**config.mk**
```make
export PLATFORM = sky130hd
export DESIGN_NAME = irq_prio_ctrl
export DESIGN_NICKNAME = d
export VERILOG_FILES = /design/src/rtl/irq_prio_pkg.sv /design/src/rtl/irq_src_bank.sv /design/src/rtl/irq_arbiter.sv /design/src/rtl/irq_prio_ctrl.sv
export SDC_FILE = /design/constraint.sdc
export NUM_CORES = 1
export LEC_CHECK = 0
export BUFFER_PORTS_ARGS = -buffer_cell sky130_fd_sc_hd__buf_4
export CAP_MARGIN = 20
export CORE_ASPECT_RATIO = 1.5
export CORE_MARGIN = 10
export CORE_UTILIZATION = 40
export DETAILED_ROUTE_END_ITERATION = 6
export SLEW_MARGIN = 20
export SYNTH_ARGS = -nofsm -noshare
export SYNTH_HDL_FRONTEND = slang
export SYNTH_SLANG_ARGS = --single-unit
```
**constraint.sdc**
```tcl
create_clock -name clk -period 13.5 [get_ports clk]
set_clock_uncertainty 0.2 [all_clocks]
set_input_delay 2.025 -clock clk [delete_from_list [all_inputs] [get_ports clk]]
set_output_delay 2.025 -clock clk [all_outputs]
set_load 0.05 [all_outputs]
```
**src/rtl/irq_prio_pkg.sv**
```systemverilog
package irq_prio_pkg;
  localparam int LVL_W   = 3;
  localparam int LVL_MAX = (1 << LVL_W) - 1;
  localparam int PEND_BIT = 3;   // pending bit in control registers
  localparam int FAST_BIT = 3;   // fast-select bit in wake register
  typedef logic [LVL_W-1:0] lvl_t;
endpackage

```
**src/rtl/irq_src_bank.sv**
```systemverilog
module irq_src_bank
  import irq_prio_pkg::*;
#(
  parameter int N      = 8,
  parameter int ADDR_W = 4
) (
  input  logic              clk,
  input  logic              rst,
  input  logic [N-1:0]      irq_in,
  input  logic              we,
  input  logic [ADDR_W-1:0] addr,
  input  logic [3:0]        wdata,
  input  logic [N-1:0]      ack_clr,
  output logic [N-1:0]      pend,
  output lvl_t [N-1:0]      lvl
);
  for (genvar g = 0; g < N; g++) begin : g_src
    logic wsel;
    assign wsel = we && (addr == ADDR_W'(g));

    always_ff @(posedge clk) begin
      if (rst) begin
        lvl[g]  <= '0;
        pend[g] <= 1'b0;
      end else begin
        if (wsel) lvl[g] <= wdata[LVL_W-1:0];
        if (irq_in[g]) pend[g] <= 1'b1;
        else if ((wsel && !wdata[PEND_BIT]) || ack_clr[g]) pend[g] <= 1'b0;
      end
    end

    p_set_wins_r4: assert property (@(posedge clk) disable iff (rst)
      irq_in[g] |=> pend[g]);
    p_no_sw_set_r3: assert property (@(posedge clk) disable iff (rst)
      (!pend[g] && !irq_in[g]) |=> !pend[g]);
    p_ack_clear_r8: assert property (@(posedge clk) disable iff (rst)
      (ack_clr[g] && !irq_in[g]) |=> !pend[g]);
  end
endmodule

```
**src/rtl/irq_arbiter.sv**
```systemverilog
module irq_arbiter
  import irq_prio_pkg::*;
#(
  parameter int N     = 8,
  parameter int IDX_W = $clog2(N)
) (
  input  logic [N-1:0]     pend,
  input  lvl_t [N-1:0]     lvl,
  input  logic             en,
  input  lvl_t             ipl,
  output logic             found,
  output logic [IDX_W-1:0] best_idx,
  output lvl_t             best_lvl
);
  // Strict '>' on replacement keeps the lowest index on ties.
  always_comb begin
    found    = 1'b0;
    best_idx = '0;
    best_lvl = '0;
    for (int i = 0; i < N; i++) begin
      if (pend[i] && en && (lvl[i] > ipl) && (!found || lvl[i] > best_lvl)) begin
        found    = 1'b1;
        best_idx = IDX_W'(i);
        best_lvl = lvl[i];
      end
    end
  end
endmodule

```
**src/rtl/irq_prio_ctrl.sv**
```systemverilog
module irq_prio_ctrl
  import irq_prio_pkg::*;
#(
  parameter int N      = 8,
  parameter int DW     = 8,
  parameter int ADDR_W = $clog2(N + 2),
  parameter int IDX_W  = $clog2(N)
) (
  input  logic              clk,
  input  logic              rst,
  input  logic [N-1:0]      irq_in,
  input  logic              reg_we,
  input  logic [ADDR_W-1:0] reg_addr,
  input  logic [DW-1:0]     reg_wdata,
  output logic [DW-1:0]     reg_rdata,
  input  logic [2:0]        ipl_in,
  input  logic              irq_ack,
  output logic              irq_valid,
  output logic [IDX_W-1:0]  irq_idx,
  output logic [2:0]        irq_lvl,
  output logic              irq_fast,
  output logic              irq_wake
);
  localparam logic [ADDR_W-1:0] A_WAKE = ADDR_W'(N);
  localparam logic [ADDR_W-1:0] A_EN   = ADDR_W'(N + 1);

  logic [N-1:0]     pend;
  lvl_t [N-1:0]     lvl;
  logic [N-1:0]     ack_clr;
  logic [N-1:0]     above_thr;
  logic             found;
  logic [IDX_W-1:0] best_idx;
  lvl_t             best_lvl;
  lvl_t             thr_q;
  logic             fast_en_q;
  logic             en_q;
  logic             unused_wdata;

  assign unused_wdata = ^reg_wdata[DW-1:4];
  assign ack_clr = (irq_ack && irq_valid) ? (N'(1) << irq_idx) : '0;

  irq_src_bank #(.N(N), .ADDR_W(ADDR_W)) u_bank (
    .clk(clk), .rst(rst), .irq_in(irq_in), .we(reg_we), .addr(reg_addr),
    .wdata(reg_wdata[3:0]), .ack_clr(ack_clr), .pend(pend), .lvl(lvl)
  );

  irq_arbiter #(.N(N), .IDX_W(IDX_W)) u_arb (
    .pend(pend), .lvl(lvl), .en(en_q), .ipl(ipl_in),
    .found(found), .best_idx(best_idx), .best_lvl(best_lvl)
  );

  // Wake / fast-select register and global enable flag
  always_ff @(posedge clk) begin
    if (rst) begin
      thr_q     <= '0;
      fast_en_q <= 1'b0;
      en_q      <= 1'b0;
    end else if (reg_we) begin
      if (reg_addr == A_WAKE) begin
        thr_q     <= reg_wdata[LVL_W-1:0];
        fast_en_q <= reg_wdata[FAST_BIT];
      end
      if (reg_addr == A_EN) en_q <= reg_wdata[0];
    end
  end

  // Registered selection, held until acknowledged
  always_ff @(posedge clk) begin
    if (rst) begin
      irq_valid <= 1'b0;
      irq_idx   <= '0;
      irq_lvl   <= '0;
      irq_fast  <= 1'b0;
    end else if (irq_valid) begin
      if (irq_ack) begin
        irq_valid <= 1'b0;
        irq_fast  <= 1'b0;
      end
    end else begin
      irq_valid <= found;
      irq_idx   <= best_idx;
      irq_lvl   <= best_lvl;
      irq_fast  <= found && (best_lvl == lvl_t'(LVL_MAX)) && fast_en_q;
    end
  end

  // Wake request
  always_comb begin
    for (int i = 0; i < N; i++) above_thr[i] = pend[i] && (lvl[i] > thr_q);
  end

  always_ff @(posedge clk) begin
    if (rst) irq_wake <= 1'b0;
    else     irq_wake <= |above_thr;
  end

  // Registered read port
  always_ff @(posedge clk) begin
    if (rst) begin
      reg_rdata <= '0;
    end else begin
      reg_rdata <= '0;
      if (reg_addr < A_WAKE)
        reg_rdata[3:0] <= {pend[reg_addr[IDX_W-1:0]], lvl[reg_addr[IDX_W-1:0]]};
      else if (reg_addr == A_WAKE)
        reg_rdata[3:0] <= {fast_en_q, thr_q};
      else if (reg_addr == A_EN)
        reg_rdata[0] <= en_q;
    end
  end

  p_accept_gt_ipl_r5: assert property (@(posedge clk) disable iff (rst)
    $rose(irq_valid) |-> (irq_lvl > $past(ipl_in)));
  p_accept_en_r5: assert property (@(posedge clk) disable iff (rst)
    $rose(irq_valid) |-> $past(en_q));
  p_hold_r7: assert property (@(posedge clk) disable iff (rst)
    (irq_valid && !irq_ack) |=> (irq_valid && $stable(irq_idx) && $stable(irq_lvl)));
  p_drop_after_ack_r8: assert property (@(posedge clk) disable iff (rst)
    (irq_valid && irq_ack) |=> !irq_valid);
  p_fast_lvl7_r10: assert property (@(posedge clk) disable iff (rst)
    irq_fast |-> (irq_valid && irq_lvl == 3'd7));
endmodule

```
==> flow_summary_export.csv <==
group,metric,value,unit
timing,finalWorstSetupSlack,832,ps
floorplan,die_width,106,um
cts,number_of_buffers_created_by_cts,5,
finish,drive_above_1_share,15.7,%
detailed_routing,via_per_instance_ratio,5.78,
synthesis,syn_avg_cell_area,8.70,sq um
job,maxCapViolations,0,
critical_path,crit_path_top_delay_cell,"nor2_1",
cts,cts.reportedPaths.clkPinSlew,70,ps
pwr,power.share.switching,28.6,%
pwr,seqPwrFrac,46.2,%
critical_path,critical_path.max_fanout,9,
grt,grt_pass1_vias,4100,
finish,finalNetCount,630,
cts,clkSinkCount,50,
detailed_routing,total_wirelength,12.9,mm
grt,grt_antenna_before_repair,0,
pwr,total_power_divided_by_cell_area,68.6,mW/mm^2
critical_path,setup.worst_path.end_class,"flip-flop",
critical_path,worst_setup_path_start_kind,"input pin",
critical_path,crit_path_frequent_cell,"ha_1",
detailed_routing,route.antenna.remaining_nets,0,
pwr,total_switching_power,0.0971,mW
cts,ctsRootBufferMaster,"clkbuf_16",
grt,grt_pass1_wl,20.9,mm
min_path,hold_path.class,"flip-flop to flip-flop",
pwr,pwr-share-comb,14.8,%
timing,slew_headroom,47.0,%
finish,final_util,45.2,%
grt,overall_overflow_remaining_after_global_route,0,
pwr,p_int,0.243,mW
critical_path,setup.worst_path.class,"input pin to flip-flop",
floorplan,boundaryPins,44,
run_status,run_status,"finished, final reports clean",
synthesis,asyncSetResetFlopFracSynth,0,%
critical_path,crit_required,13510,ps
detailed_routing,dr.pass1.iters,5,
place,worst_slack_after_detailed_placement,330,ps
timing,setup_repair_after_global_routing_missed_its_margin,"no",
finish,synthToLayoutAreaGrowth,11.9,%
place,hpwl,10.3,mm
min_path,holdCritStartpoint,"irq_lvl[2]$_SDFFE_PP0N_",
pwr,power.clock.fraction,39.1,%
critical_path,worstPathArrival,12670,ps
detailed_routing,dr_total_vias,3940,
critical_path,ff2ff_setup_slack,2160,ps
detailed_routing,wl_per_cell,18.9,um
critical_path,critPathLaunch,"ipl_in[1]",
timing,final.setup.tns,0,ps
cts,tritoncts_clock_tree,"yes",
synthesis,synthesis.instances,508,
floorplan,die_y,149,um
timing,timing_worst_slew_pin_value,794,ps
floorplan,num_rows,47,
floorplan,dieArea,0.0157,sq mm
critical_path,critical-path-max-stage-delay,420,ps
synthesis,ys.flop_type,"dfxtp_1",
floorplan,placeableCoreArea,0.0109,sq mm
timing,hold_violations,0,
cts,clk_latency,300,ps
grt,gr-usage-all-layers,16.3,%
timing,period_needed,12670,ps
synthesis,netlist-cell-type-count,73,
detailed_routing,initial_drc_count,217,
synthesis,synth-edff-count,0,
timing,timing.final.max_slew_violations,0,
synthesis,synthesis.area,0.00442,sq mm
pwr,p_leak,2.03,nW
place,numPortBuffers,35,
timing,clock.fmax,78.9,MHz
critical_path,timing.rr.start,"u_bank.lvl[1]$_SDFFE_PP0P_",
cts,hold_buffers,0,
cts,cts.path.max_buffers,2,
cts,cts_htree_levels,2,
pwr,finalPower,0.340,mW
place,weighted_congestion_reported_at_the_end_of_routability_driven_placement,0.884,
timing,setup_viol,0,
pwr,irDropWorstVdd,54.2,uV
grt,largest_net_degree_at_the_start_of_global_routing,52,
synthesis,yosysWarnings,0,
synthesis,synth.ff_latch_count,50,
finish,antennaDiodeCount,0,
floorplan,initial_utilization,40.4,%
synthesis,seq_area_frac_synth,22.6,%
timing,layout_worst_path_cycle_share,93.8,%
detailed_routing,remaining_drc_errors,0,
==> final cells by class <==
class / count / area, sq um
Inverter: 31 / 116
Clock inverter: 3 / 26.3
Tap cell: 147 / 184
Fill cell: 1102 / 5990
Timing Repair Buffer: 38 / 285
Sequential cell: 50 / 1000
Multi-Input combinational cell: 408 / 3210
Clock buffer: 5 / 125
==> per-layer routing <==
metal	GRT usage, %	routed length (um)
met1	17.9	5190
met2	29.5	6670
met3	2.94	554
met4	7.74	486
met5	0	0
==> worst max-delay path, delay by kind of cell <==
family                   cells  cell delay, ps
buffers and inverters        3             300
multiplexers                 1             150
AO/OA/AOI/OAI               33            5590
adder cells (fa/ha/maj)      8            2220
AND/OR/NAND/NOR             13            2410
==> flip-flops by register name, indices dropped and copies added (netlist names) <==
| signal | flops |
|---|---|
| thr_q | 3 |
| fast_en_q | 1 |
| en_q | 1 |
| u_bank.pend | 8 |
| irq_valid | 1 |
| irq_lvl | 3 |
| irq_fast | 1 |
| reg_rdata | 4 |
| irq_idx | 3 |
| irq_wake | 1 |
| u_bank.lvl | 24 |
==> metrics by stage <==
step	hold slack [ps]	std cells	cell area, sq um
finish	277	682	4950
global route	291	682	4950
CTS	275	681	4930
detailed placement	258	673	4780
global placement	257	673	4780
floorplan	270	511	4430
==> cell usage in the layout, fill, tap and decap left out, drive strengths merged, types with 3 or more instances in the layout <==
cell type	netlist	routed
ha	69	69
nor2	69	69
dfxtp	50	50
buf	7	38
inv	30	33
a21oi	30	30
mux2i	28	28
nand3	24	24
o21ai	22	22
nand2	21	21
nor2b	18	18
o21a	15	15
a31oi	8	8
nand4	8	8
o211ai	8	8
mux4	8	8
nor3	7	7
nand2b	6	6
clkbuf	14	5
or2	5	5
a21o	4	4
conb	1	4
o22ai	4	4
a22oi	4	4
o31ai	4	4
a32oi	3	3
nor3b	3	3
nand3b	3	3
a221oi	3	3
==> path summary, 6_finish.rpt <==
path / to / depth (start not counted)
setup / recovery: irq_fast$_SDFFE_PP0P_ / 58
setup reg to reg: irq_fast$_SDFFE_PP0P_ / 56
hold reg to reg: irq_lvl[2]$_SDFFE_PP0N_ / 2
hold / removal: irq_lvl[2]$_SDFFE_PP0N_ / 2
==> power groups by stage <==
stage / Combinational (mW) / Clock, mW / Sequential (mW)
after floorplan: 0.0344 / 0 / 0.159
final: 0.0501 / 0.133 / 0.157
after detailed placement: 0.0498 / 0 / 0.160
after CTS: 0.0500 / 0.135 / 0.157
after global routing: 0.0561 / 0.139 / 0.157
after global placement: 0.0481 / 0 / 0.160
==> synth_stat cells, types with 6 or more instances <==
master / count / share of area, %
ha_1: 69 / 20
nor2_1: 69 / 5.9
dfxtp_1: 50 / 23
inv_1: 29 / 2.5
a21oi_1: 28 / 3.2
mux2i_1: 28 / 6.3
nand3_1: 23 / 2.6
nand2_1: 21 / 1.8
o21ai_0: 18 / 2.0
nor2b_1: 16 / 2.3
clkbuf_1: 14 / 1.2
o21a_1: 14 / 2.4
a31oi_1: 8 / 1.1
mux4_2: 8 / 4.1
nand4_1: 8 / 1.1
o211ai_1: 8 / 1.4
nor3_1: 7 / 0.79
nand2b_1: 6 / 0.85
==> cell families after synthesis <==
family                   Yosys count  share of synthesized area (%)
multiplexers                      38                           10.9
buffers and inverters             53                           5.24
AO/OA/AOI/OAI                    127                           22.7
flip-flops                        50                           22.6
other                              1                         0.0848
AND/OR/NAND/NOR                  170                           18.9
adder cells (fa/ha/maj)           69                           19.5
==> timing repair <==
action / in CTS / in global routing
buffers inserted: 0 / 1
endpoints found under the setup margin: 0 / 7
resized for setup: 0 / 4
Note: power is estimated with default switching activity, not from simulation.
